**config.mk**
```make
export PLATFORM = sky130hd
export DESIGN_NAME = agc_frame_seq
export DESIGN_NICKNAME = d
export VERILOG_FILES = /design/src/rtl/agc_pkg.sv /design/src/rtl/agc_seq_ctrl.sv /design/src/rtl/agc_blank_avg.sv /design/src/rtl/agc_code_step.sv /design/src/rtl/agc_frame_seq.sv
export SDC_FILE = /design/constraint.sdc
export NUM_CORES = 1
export LEC_CHECK = 0
export ABC_AREA = 1
export BUFFER_PORTS_ARGS = -buffer_cell sky130_fd_sc_hd__buf_2
export CAP_MARGIN = 5
export CORE_ASPECT_RATIO = 1.4
export CORE_MARGIN = 8
export CORE_UTILIZATION = 53
export DETAILED_ROUTE_END_ITERATION = 6
export GPL_TIMING_DRIVEN = 1
export PLACE_DENSITY = 0.76
export SLEW_MARGIN = 30
export SYNTH_ARGS = -nofsm -noshare
export SYNTH_HDL_FRONTEND = slang
export SYNTH_SLANG_ARGS = --single-unit
```
**constraint.sdc**
```tcl
create_clock -name clk -period 1.9 [get_ports clk]
set_input_delay 0.095 -clock clk [delete_from_list [all_inputs] [get_ports clk]]
set_output_delay 0.095 -clock clk [all_outputs]
set_load 0.005 [all_outputs]
```
**src/rtl/agc_pkg.sv**
```systemverilog
package agc_pkg;

   typedef enum logic [1:0] {
      SEQ_IDLE  = 2'd0,
      SEQ_ARMED = 2'd1,
      SEQ_RUN   = 2'd2
   } seq_state_t;

   function automatic int unsigned boosted_nominal(input int unsigned nom);
      return nom + (nom >> 1);
   endfunction

endpackage

```
**src/rtl/agc_seq_ctrl.sv**
```systemverilog
module agc_seq_ctrl
   import agc_pkg::*;
(
   input  logic clk,
   input  logic rst_n,
   input  logic frame_start_i,
   input  logic lock_i,
   input  logic host_agc_en_i,
   output logic load_o,
   output logic run_o,
   output logic done_o
);

   seq_state_t state_q;
   logic       lock_q;
   logic       en_q;
   logic       trig;

   assign trig   = (lock_i & ~lock_q) | (host_agc_en_i & ~en_q);
   assign load_o = (state_q == SEQ_ARMED) & frame_start_i;
   assign run_o  = (state_q == SEQ_RUN);

   always_ff @(posedge clk or negedge rst_n) begin
      if (!rst_n) begin
         state_q <= SEQ_IDLE;
         lock_q  <= 1'b0;
         en_q    <= 1'b0;
         done_o  <= 1'b0;
      end else begin
         lock_q <= lock_i;
         en_q   <= host_agc_en_i;
         done_o <= 1'b0;
         unique case (state_q)
            SEQ_IDLE:  if (trig) state_q <= SEQ_ARMED;
            SEQ_ARMED: if (frame_start_i) state_q <= SEQ_RUN;
            SEQ_RUN:   if (frame_start_i) begin
               state_q <= SEQ_IDLE;
               done_o  <= 1'b1;
            end
            default:   state_q <= SEQ_IDLE;
         endcase
      end
   end

   p_done_single_r6: assert property (@(posedge clk) disable iff (!rst_n)
      done_o |=> !done_o);
   p_done_ends_run_r6: assert property (@(posedge clk) disable iff (!rst_n)
      done_o |-> !run_o);
   p_no_retrigger_r5: assert property (@(posedge clk) disable iff (!rst_n)
      (run_o && !frame_start_i) |=> run_o);
   p_run_ends_on_frame_r2: assert property (@(posedge clk) disable iff (!rst_n)
      (run_o && frame_start_i) |=> (!run_o && done_o));

endmodule

```
**src/rtl/agc_blank_avg.sv**
```systemverilog
module agc_blank_avg #(
   parameter int DW       = 8,
   parameter int AVG_LOG2 = 2,
   parameter bit ROUND    = 1'b0
) (
   input  logic          clk,
   input  logic          rst_n,
   input  logic [DW-1:0] sample_i,
   input  logic          blank_i,
   output logic          avg_valid_o,
   output logic [DW-1:0] avg_o
);

   localparam int NSAMP = 1 << AVG_LOG2;
   localparam int SW    = DW + AVG_LOG2;
   localparam int CNTW  = AVG_LOG2 + 1;

   initial begin
      assert (AVG_LOG2 >= 0 && AVG_LOG2 <= 8) else $error("AVG_LOG2 out of range");
      assert (DW >= 2) else $error("DW too small");
   end

   logic [SW-1:0]   sum_q;
   logic [CNTW-1:0] cnt_q;
   logic            blank_q;
   logic [SW-1:0]   mean;

   generate
      if (ROUND && AVG_LOG2 > 0) begin : g_round
         logic [SW:0] biased;
         assign biased = {1'b0, sum_q} + (SW+1)'(NSAMP / 2);
         assign mean   = SW'(biased >> AVG_LOG2);
      end else begin : g_trunc
         assign mean = sum_q >> AVG_LOG2;
      end
   endgenerate

   always_ff @(posedge clk or negedge rst_n) begin
      if (!rst_n) begin
         sum_q       <= '0;
         cnt_q       <= '0;
         blank_q     <= 1'b0;
         avg_valid_o <= 1'b0;
         avg_o       <= '0;
      end else begin
         blank_q     <= blank_i;
         avg_valid_o <= 1'b0;
         if (blank_i) begin
            if (cnt_q < CNTW'(NSAMP)) begin
               sum_q <= sum_q + SW'(sample_i);
               cnt_q <= cnt_q + 1'b1;
            end
         end else if (blank_q) begin
            avg_valid_o <= (cnt_q == CNTW'(NSAMP));
            avg_o       <= (mean > SW'({DW{1'b1}})) ? {DW{1'b1}} : mean[DW-1:0];
            sum_q       <= '0;
            cnt_q       <= '0;
         end
      end
   end

   p_cnt_bound_r8: assert property (@(posedge clk) disable iff (!rst_n)
      cnt_q <= CNTW'(NSAMP));
   p_valid_after_blank_r8: assert property (@(posedge clk) disable iff (!rst_n)
      avg_valid_o |-> !blank_q);

endmodule

```
**src/rtl/agc_code_step.sv**
```systemverilog
module agc_code_step #(
   parameter int DW     = 8,
   parameter int CW     = 8,
   parameter int TARGET = 64,
   parameter int TOL    = 2,
   parameter int NOM    = 128,
   parameter int BOOST  = 192
) (
   input  logic          clk,
   input  logic          rst_n,
   input  logic          load_i,
   input  logic          boost_i,
   input  logic          run_i,
   input  logic          avg_valid_i,
   input  logic [DW-1:0] avg_i,
   output logic [CW-1:0] code_o
);

   localparam logic [CW-1:0] CODE_MAX = {CW{1'b1}};
   localparam logic [DW-1:0] LO_EDGE  = DW'(TARGET - TOL);
   localparam logic [DW-1:0] HI_EDGE  = DW'(TARGET + TOL);

   logic too_dark;
   logic too_bright;

   assign too_dark   = avg_i < LO_EDGE;
   assign too_bright = avg_i > HI_EDGE;

   always_ff @(posedge clk or negedge rst_n) begin
      if (!rst_n) begin
         code_o <= CW'(NOM);
      end else if (load_i) begin
         code_o <= boost_i ? CW'(BOOST) : CW'(NOM);
      end else if (run_i && avg_valid_i) begin
         if (too_dark && code_o != CODE_MAX)
            code_o <= code_o + 1'b1;
         else if (too_bright && code_o != '0)
            code_o <= code_o - 1'b1;
      end
   end

   p_hold_outside_r9: assert property (@(posedge clk) disable iff (!rst_n)
      (!run_i && !load_i) |=> $stable(code_o));
   p_one_step_r10: assert property (@(posedge clk) disable iff (!rst_n)
      !load_i |=> (code_o == $past(code_o) || code_o == $past(code_o) + 1'b1
                   || code_o == $past(code_o) - 1'b1));
   p_load_value_r7: assert property (@(posedge clk) disable iff (!rst_n)
      load_i |=> (code_o == CW'(NOM) || code_o == CW'(BOOST)));

endmodule

```
**src/rtl/agc_frame_seq.sv**
```systemverilog
module agc_frame_seq #(
   parameter int DW       = 8,
   parameter int CW       = 8,
   parameter int AVG_LOG2 = 2,
   parameter bit ROUND    = 1'b0,
   parameter int TARGET   = 64,
   parameter int TOL      = 2,
   parameter int CODE_NOM = 128
) (
   input  logic          clk,
   input  logic          rst_n,
   input  logic [DW-1:0] sample_i,
   input  logic          blank_i,
   input  logic          frame_start_i,
   input  logic          lock_i,
   input  logic          host_agc_en_i,
   input  logic          gain_boost_i,
   output logic [CW-1:0] ref_code_o,
   output logic          busy_o,
   output logic          done_o
);

   localparam int CODE_BOOST = int'(agc_pkg::boosted_nominal(CODE_NOM));

   initial begin
      assert (CODE_BOOST <= (1 << CW) - 1) else $error("boosted nominal exceeds code range");
      assert (TARGET - TOL >= 0 && TARGET + TOL < (1 << DW)) else $error("target band outside sample range");
      assert (CW >= 2 && CW <= 16) else $error("CW out of range");
   end

   logic          load;
   logic          run;
   logic          avg_valid;
   logic [DW-1:0] avg;

   agc_seq_ctrl u_ctrl (
      .clk           (clk),
      .rst_n         (rst_n),
      .frame_start_i (frame_start_i),
      .lock_i        (lock_i),
      .host_agc_en_i (host_agc_en_i),
      .load_o        (load),
      .run_o         (run),
      .done_o        (done_o)
   );

   agc_blank_avg #(.DW(DW), .AVG_LOG2(AVG_LOG2), .ROUND(ROUND)) u_avg (
      .clk         (clk),
      .rst_n       (rst_n),
      .sample_i    (sample_i),
      .blank_i     (blank_i),
      .avg_valid_o (avg_valid),
      .avg_o       (avg)
   );

   agc_code_step #(
      .DW(DW), .CW(CW), .TARGET(TARGET), .TOL(TOL),
      .NOM(CODE_NOM), .BOOST(CODE_BOOST)
   ) u_step (
      .clk         (clk),
      .rst_n       (rst_n),
      .load_i      (load),
      .boost_i     (gain_boost_i),
      .run_i       (run),
      .avg_valid_i (avg_valid),
      .avg_i       (avg),
      .code_o      (ref_code_o)
   );

   assign busy_o = run;

endmodule

```
Yosys cells after proc, flatten, opt, wreduce, memory -nomap -nowiden. Index checks and enable logic that the tools add are counted.

Output and inout bits: 10. Logic and storage cells: 65. Register bits: 36.

$lt $le $gt $ge: 4. Muxes and demuxes: 20. Reductions and logical operators: 12. Bitwise operators: 7. Eq/ne operators: 8. Add/sub/neg operators: 4.

Operators with widths (number): $mux W8 (5); $mux W10 (3); $add A10 B8 Y10 (1); $mux W3 (3); $add A8 B1 Y8 const B (1); $gt A8 B7 Y1 const B (1); $gt A8 B8 Y1 const B (1); $lt A8 B6 Y1 const B (1); $ne A8 B8 Y1 const B (1); $reduce_bool A8 Y1 (1); $sub A8 B1 Y8 const B (1); $mux W7 (1); $mux W2 (3); $pmux W2 S3 (1); $reduce_and A2 Y1 (3); $mux W1 (4); $ne A2 B1 Y1 const B (2); $ne A2 B2 Y1 const B (2); $reduce_bool A2 Y1 (2); $add A3 B1 Y3 const B (1); $and A1 B1 Y1 (3); $eq A3 B3 Y1 const B (1); $logic_and A1 B1 Y1 (3); $lt A3 B3 Y1 const B (1); other kinds (7) (9).

Longest topological paths before layout. Gate-level depths: netlist (run 1).

Depth after elaboration: 6. Mapped depth: 14. Mapped depth without buffers: 14.

Modules after synthesis. A second synthesis (run 1) with hierarchy kept.

Cell total of the unflattened synthesis: 311. Area, all modules: 2453.6 um^2.

Modules (own cells, without submodules): agc_blank_avg (times used 1, cells an instance 158, area an instance 1361.3 um^2); agc_code_step (times used 1, cells an instance 130, area an instance 892.1 um^2); agc_seq_ctrl (times used 1, cells an instance 23, area an instance 200.2 um^2).

Worst setup path after synthesis (run 1). Ideal clock, no wire load.

Path kind: reg-to-reg. Start: reg u_step.code_o[7]. End: reg u_step.code_o[6]. Path slack: -74 ps. Setup time: 117 ps. Buffers on the path: 0. Required time: 1783 ps. Arrival time: 1857 ps. Stages on the path, launching flop included: 15. Cells stage by stage: dfstp_2 > nand2_1 > nor2_1 > nand2_2 > nand2_4 > inv_1 > fa_1 > inv_1 > nand3_1 > nand3_1 > nand2_1 > nand3_1 > nand2_1 > nand2_2 > nand2_1.

Longest elaborated chain between the ends: 5.

RTL lines: start: declaration (RTL line agc_code_step.sv:16) `output logic [CW-1:0] code_o`; start signal: assignment (RTL line agc_code_step.sv:31) `code_o <= CW'(NOM);`; start signal: assignment (RTL line agc_code_step.sv:33) `code_o <= boost_i ? CW'(BOOST) : CW'(NOM);`; start signal: assignment (RTL line agc_code_step.sv:36) `code_o <= code_o + 1'b1;`; $ne A8 B8 Y1 (RTL line agc_code_step.sv:35) `if (too_dark && code_o != CODE_MAX)`; $logic_and A1 B1 Y1 (RTL line agc_code_step.sv:35); $mux W8 (RTL line agc_code_step.sv:35); $mux W8 (RTL line agc_code_step.sv:34) `end else if (run_i && avg_valid_i) begin`; $mux W8 (RTL line agc_code_step.sv:32) `end else if (load_i) begin`.

Several ways; a longest one is shown, not always the timed one. The select of a mux whose other input is x is not followed. A chain may end at the register's enable or synchronous reset.

Worst setup path in the final report (run 1).
Start: reg u_step.code_o[7]. End: reg u_step.code_o[7].

Longest elaborated chain between the ends: 5.

RTL lines (RTL line): $sub A8 B1 Y8 / $ne A8 B8 Y1 (equally long branches) (agc_code_step.sv:38, agc_code_step.sv:35); $mux W8 / $logic_and A1 B1 Y1 (equally long branches) (agc_code_step.sv:37, agc_code_step.sv:35); $mux W8 (agc_code_step.sv:35); $mux W8 (agc_code_step.sv:34); $mux W8 (agc_code_step.sv:32).

Several ways; a longest one is shown, not always the timed one. The select of a mux whose other input is x is not followed.

==> flow_summary.toml, run 1 <==
[routing]
drc = 0
vias = 2198
avgViaCountPerCell = 5.160
drt_iter0_drc = 110
routed_wl_mm = 5.824
ant_nets = 0
first_pass_iters = 5
wl_per_cell_um = 13.67

[timing]
fmaxAchievable_ghz = 0.4621
setup_violations = 5
fin_worst_skew_ps = 6.723
timing.final.crit_period_ps = 2164
slew_headroom_pct = 48.53
hold_viol = 0
setup_ws_ps = -264.0
finalCritPeriodShare_pct = 113.9
slew_viol_final = 0
rsz0062_at_grt = "yes"
worstMarginPinSlew_ps = 772.1

[yosys]
ys_seq_elements = 36
synth_cells = 302
synth_cell_types = 34
avgSynthCellArea_um2 = 7.698
syn_nets = 335
synthTopCellsByCount = "81 x nand2_1, 51 x inv_1, 35 x dfrtp_1"
yosys-top-cells-area = "dfrtp_1 38%, nand2_1 13%, ha_1 8.6%, inv_1 8.2%, nand3_1 5.0%"
async_flop_share_pct = 100.0
synth.top_cell.area_share_pct = 37.67
synth_edf_count = 0
yosysSeqAreaShare_pct = 38.81
synthesis.area_um2 = 2325
ys_warn_count = 0
ys.flop_type = "dfrtp_1"
yosysTopAreaCell = "dfrtp_1"
yosys.cell_count.top_type = "nand2_1"

[placement]
dp_cells = 404
dp_hpwl_mm = 3.880
port_buffers = 24
gp_congestion = 0.8409

[die]
dieArea_um2 = 6792
ioPinCount = 25
core-area_um2 = 4239
num_rows = 28
initial_core_util_pct = 54.84
die_h_um = 94.36
die_w_um = 71.98

[clocking]
cts.sinks = 36
ctsRootBufferMaster = "clkbuf_8"
cts_tree = "yes"
cts_inserted_buffers = 5
htree_levels = 2
cts_buffer_depth = 2
clock_latency_ps = 290
clk_pin_slew_ps = 70

[final_layout]
drive_above_1_share_pct = 32.24
layout.cells.non_filler = 426
n_fill_cell = 331
syn_to_final_growth_pct = 30.41
final_nets = 399
postLayoutCoreUtil_pct = 71.52
diodes = 0

[global_route]
grtUsageTotal_pct = 16.70
grt_max_degree = 37
grt_pass1_vias = 2161
grt-ovfl-total = 0
antenna_found_initial = 0
grt_pass1_wl_mm = 8.983

[run_status]
violations = "negative setup slack"
outcome = "finished, violations left"

[setup_path]
path_max_fanout = 8
critPathArrivalTime_ps = 2380
critical_path_class = "reg2reg"
cp.required_ps = 2120
worst_setup_path_start_kind = "flip-flop"
end_kind = "flip-flop"

[job]
max-cap-violations = 0

[power_and_ir_drop]
ir_worst_vdd_uv = 879.1
power_density_nw_per_um2 = 1391
total_power_mw = 4.217
power_leakage_nw = 1.659

[worst_hold_path]
hp-class = "in2reg"
## where the power goes
part	internal, mW	switching [mW]
Sequential	1.01	0.155
Combinational	1.17	1.36
Clock	0.250	0.277
Total	2.43	1.79
## per-layer routing
layer | global-route usage (%) | part of all wire (%)
met1 | 15.93 | 39
met5 | 0 | 0
met3 | 3.499 | 3.8
met2 | 32.39 | 54
met4 | 8.718 | 3.2
## worst max-delay path, stage by stage, from the launching register on
cell,delay (ps)
dfstp_2,530
nand2_1,50
nor2_1,130
nand2_2,100
nand2_4,160
buf_4,150
ha_4,200
a21oi_1,270
nand2_1,150
a21oi_2,140
nand3_1,100
nand3_2,70
nand2_1,50
## worst paths after layout
kind / from / end / slack, ps / cells past startpoint
max in group asynchronous: rst_n / u_avg.avg_o[1] / 1000 / 2
hold reg to reg: u_avg.avg_o[0] / u_avg.avg_o[0] / 490 / 2
min in group asynchronous: rst_n / u_avg.cnt_q[2] / 420 / 2
setup / recovery: u_step.code_o[7] / u_step.code_o[7] / -260 / 12
hold / removal: frame_start_i / u_ctrl.state_q[1] / 20 / 2
setup reg to reg: u_step.code_o[7] / u_step.code_o[7] / -260 / 12
## registers in the layout, summed over array words and instances (netlist names)
register and count:
u_ctrl.state_q 2, u_avg.blank_q 1, u_avg.sum_q 10, u_step.code_o 8
u_avg.cnt_q 3, u_ctrl.en_q 1, u_ctrl.lock_q 1, u_ctrl.done_o 1
u_avg.avg_valid_o 1, u_avg.avg_o 8
## cell families (layout without fill, tap and decap cells)
group           Yosys count  count (layout)  synth area share, %
simple gates            139             139                27.99
buf+inv                  59             123                9.795
compound gates           46              46                11.46
flops                    36              36                38.81
fa+ha+maj                18              18                10.33
xor+xnor                  3               3                1.130
mux                       1               1               0.4844
## per-stage QoR
stage	hold WS (ps)	setup WS, ps	cell area, um^2	TNS, ps
floorplan	-200.6	-11.91	2327	-17.06
global placement	218.1	-116.9	2668	-191.0
detailed placement	217.8	-117.6	2668	-313.5
CTS	17.99	-84.99	2902	-197.7
global route	35.68	-346.8	3032	-1428
finish	23.43	-264.0	3032	-822.2
## area by class of cell
class,instances,area [um^2],area share (%)
timing repair buffer,60,404.1,13.33
clock buffer,6,72.57,2.394
sequential,36,902.1,29.76
tap,60,75.07,2.476
inverter,56,215.2,7.099
clock inverter,1,5.005,0.1651
multi-input combinational,207,1358,44.78
## layout by cell type (no fill, tap or decap), types with 7 or more instances in the layout
cell      n
dfrtp_1  35
nand2_2  10
ha_1     10
nor2_1   17
inv_2     7
buf_2    24
o21ai_0  12
nand3_2  10
a21oi_1  13
inv_1    48
buf_4    31
nand3_1  15
nand2_1  74
## repair_timing
action	CTS	global route
hold buffers	4	0
pin swaps	20	15
setup endpoints to repair	6	8
buffers inserted	6	5
hold endpoints to repair	38	0
gates resized for setup	17	16
No activity file was read; power rests on OpenSTA's default activity.
==> inputs of run 2 (changes only) <==
Settings changed: ABC_AREA 1 to not set, CORE_UTILIZATION 53 to 52, PLACE_DENSITY 0.76 to 0.75.
==> run 2 against run 1 <==
- the run still ends with negative setup slack left
- register-to-register slack worse by 350 ps
- critical endpoint unchanged
- largest power group unchanged
- critical path depth unchanged
- global-route usage down 1.5 points
- highest routed layer unchanged
==> flow_summary.toml, run 2 <==
[final_layout]
drive_above_1_share_pct = 35.03
largestRegisters = "u_avg.sum_q (10), u_avg.avg_o (8), u_step.code_o (8)"
final_cell_mix = "42 x buf_4, 38 x nand2_1, 35 x dfrtp_1, 24 x buf_2"
largest_reg_flops = 10
syn_to_final_growth_pct = 36.66
top_register = "u_avg.sum_q"
seq_area_um2 = 902.1
final_common_cell = "buf_4"
diodes = 0
n_fill_cell = 296
final_nets = 326
layout.cells.non_filler = 337
multi_input_area_um2 = 1216

[die]
die_w_um = 69.13
initial_core_util_pct = 53.35
ioPinCount = 25
dieArea_um2 = 6247
num_rows = 27
core-area_um2 = 3851
die_h_um = 90.37

[placement]
dp_hpwl_mm = 3.401
port_buffers = 24
dp_cells = 317
gp_congestion = 0.9009

[setup_path]
path_max_fanout = 5
critPathArrivalTime_ps = 2740
cp.required_ps = 2120
critical_path_class = "reg2reg"
path_cells = "nand4_1 > o21ai_2 > a31oi_2 > inv_2 > buf_4 > ha_4 > nand3_1 > o211ai_1 > o41ai_2 > mux2_2 > nand3_1 > mux2i_1"
slowest_stage = "dfstp_2"
worst_setup_path_start_kind = "flip-flop"
end_kind = "flip-flop"
cp_slowest_stage_delay_ps = 530
critPathBufInv = 2
critPathTopFamily = "compound AO/OA/AOI/OAI gates"
cp_common_cell = "nand3_1"

[job]
max-cap-violations = 0

[yosys]
syn_nets = 249
async_flop_share_pct = 100.0
ys.flop_type = "dfrtp_1"
yosysTopAreaCell = "dfrtp_1"
yosysSeqAreaShare_pct = 43.91
ys_warn_count = 0
ys_seq_elements = 36
synth_cells = 216
avgSynthCellArea_um2 = 9.511
synth_edf_count = 0
synthTopCellsByCount = "38 x nand2_1, 35 x dfrtp_1, 17 x o21ai_0"
synthesis.area_um2 = 2054
yosys-top-cells-area = "dfrtp_1 43%, ha_1 9.7%, nand2_1 6.9%, o21ai_0 4.1%, mux2i_1 2.9%"
synth.top_cell.area_share_pct = 42.63
yosys.cell_count.top_type = "nand2_1"
synth_cell_types = 41

[routing]
drc = 0
vias = 1821
routed_wl_mm = 4.850
drt_iter0_drc = 104
ant_nets = 0
first_pass_iters = 4
avgViaCountPerCell = 5.404
wl_per_cell_um = 14.39

[timing]
slew_viol_final = 0
setup_ws_ps = -617.9
timing.final.crit_period_ps = 2518
fin_worst_skew_ps = 6.279
finalCritPeriodShare_pct = 132.5
slew_headroom_pct = 47.80
rsz0062_at_grt = "yes"
hold_viol = 0
setup_violations = 10
worstMarginPinSlew_ps = 782.9
fmaxAchievable_ghz = 0.3972

[global_route]
antenna_found_initial = 0
grt-ovfl-total = 0
grt_pass1_vias = 1847
grt_max_degree = 37
grt_pass1_wl_mm = 8.142
grtUsageTotal_pct = 15.23

[power_and_ir_drop]
p_comb_share_pct = 53.3
power_leakage_nw = 1.450
clockPowerShare_pct = 14.2
power_switching_mw = 1.391
power.share.switching_pct = 37.97
total_power_mw = 3.664
power.internal_mw = 2.273
ir_worst_vdd_uv = 920.0
power_density_nw_per_um2 = 1305
pwr-share-seq_pct = 32.5

[run_status]
outcome = "finished, violations left"
violations = "negative setup slack"

[clocking]
cts_tree = "yes"
ctsRootBufferMaster = "clkbuf_8"
clock_latency_ps = 280
clk_pin_slew_ps = 70
cts.sinks = 36
cts_inserted_buffers = 5
htree_levels = 2
cts_buffer_depth = 2

[worst_hold_path]
hp-class = "in2reg"
-- run 2: changes by cell type in the layout (fill, tap and decap cells not counted), sizes merged, moves of 4 or more --
cell and delta:
o21ai -4, nor2 -4, a21oi -9, buf +13
o22ai -5, nor2b +5, nand3 -17, inv -44
nand2 -50, mux2i +6, o21a +4
-- run 2: through the flow --
stage / utilization, % / setup TNS (ps) / hold slack, ps / cell area (um^2) / setup slack (ps)
6_report: 72.90 / -2297 / 6.155 / 2808 / -617.9
3_5_place_dp: 65.11 / -2352 / 219.0 / 2507 / -559.1
4_1_cts: 71.35 / -1909 / 3.125 / 2748 / -576.5
2_1_floorplan: - / -1590 / -200.6 / 2067 / -595.8
5_1_grt: 72.90 / -3465 / 23.71 / 2808 / -776.2
3_3_place_gp: 65.11 / -2149 / 214.6 / 2507 / -526.7
-- run 2: final timing paths --
path	start	depth (start not counted)	to	slack [ps]
max	u_step.code_o[7]	12	u_step.code_o[7]	-620
min	gain_boost_i	3	u_step.code_o[6]	6
max reg2reg	u_step.code_o[7]	12	u_step.code_o[7]	-620
min reg2reg	u_avg.blank_q	1	u_avg.cnt_q[2]	470
max in group asynchronous	rst_n	2	u_avg.sum_q[6]	980
min in group asynchronous	rst_n	2	u_avg.sum_q[0]	420
-- run 2: logic make-up (layout without fill, tap and decap cells) --
logic type	count (synthesis)	after routing	share of synthesized area, %
AO/OA/AOI/OAI	48	48	16.14
XOR/XNOR	7	7	2.984
adder cells (fa/ha/maj)	18	18	11.69
buffers and inverters	15	93	2.740
flip-flops	36	36	43.91
multiplexers	8	8	4.020
AND/OR/NAND/NOR	84	84	18.51
-- run 2: cell type report --
type	instances	share of cell area, %
multi-input cells	165	43.32
flip-flops and latches	36	32.13
repair buffers	73	18.14
clock buffers	7	2.718
well taps	43	1.916
inverters	12	1.604
clock inverters	1	0.1783
-- run 2: power groups by stage --
stage          clock network (mW)  registers [mW]  logic, mW
2_1_floorplan                   0            1.17       1.01
3_3_place_gp                    0            1.18       1.61
3_5_place_dp                    0            1.20       1.65
4_1_cts                     0.531            1.18       1.80
5_1_grt                     0.568            1.22       2.17
6_report                    0.519            1.19       1.95
-- run 2: worst reg2reg max path, stage by stage (launching register included) --
cell and delay, ps:
dfstp_2 530, nand4_1 120, o21ai_2 150, a31oi_2 60, inv_2 110, buf_4 130, ha_4 200, nand3_1 90
o211ai_1 140, o41ai_2 260, mux2_2 380, nand3_1 90, mux2i_1 180
-- run 2: what timing repair did --
action / in CTS / in global routing
setup endpoints to repair: 12 / 12
resized for setup: 18 / 11
setup buffers: 7 / 1
hold endpoints to repair: 38 / 0
pin swaps: 5 / 14
hold buffers: 4 / 0
gates cloned: 0 / 0
-- run 2: layer usage --
layer / GRT usage (%) / wire length (um) / vias up
li1: - / - / 911
met1: 16.74 / 1959 / 862
met2: 27.06 / 2606 / 39
met3: 3.630 / 200 / 9
met4: 6.175 / 85 / 0
met5: 0 / 0 / -
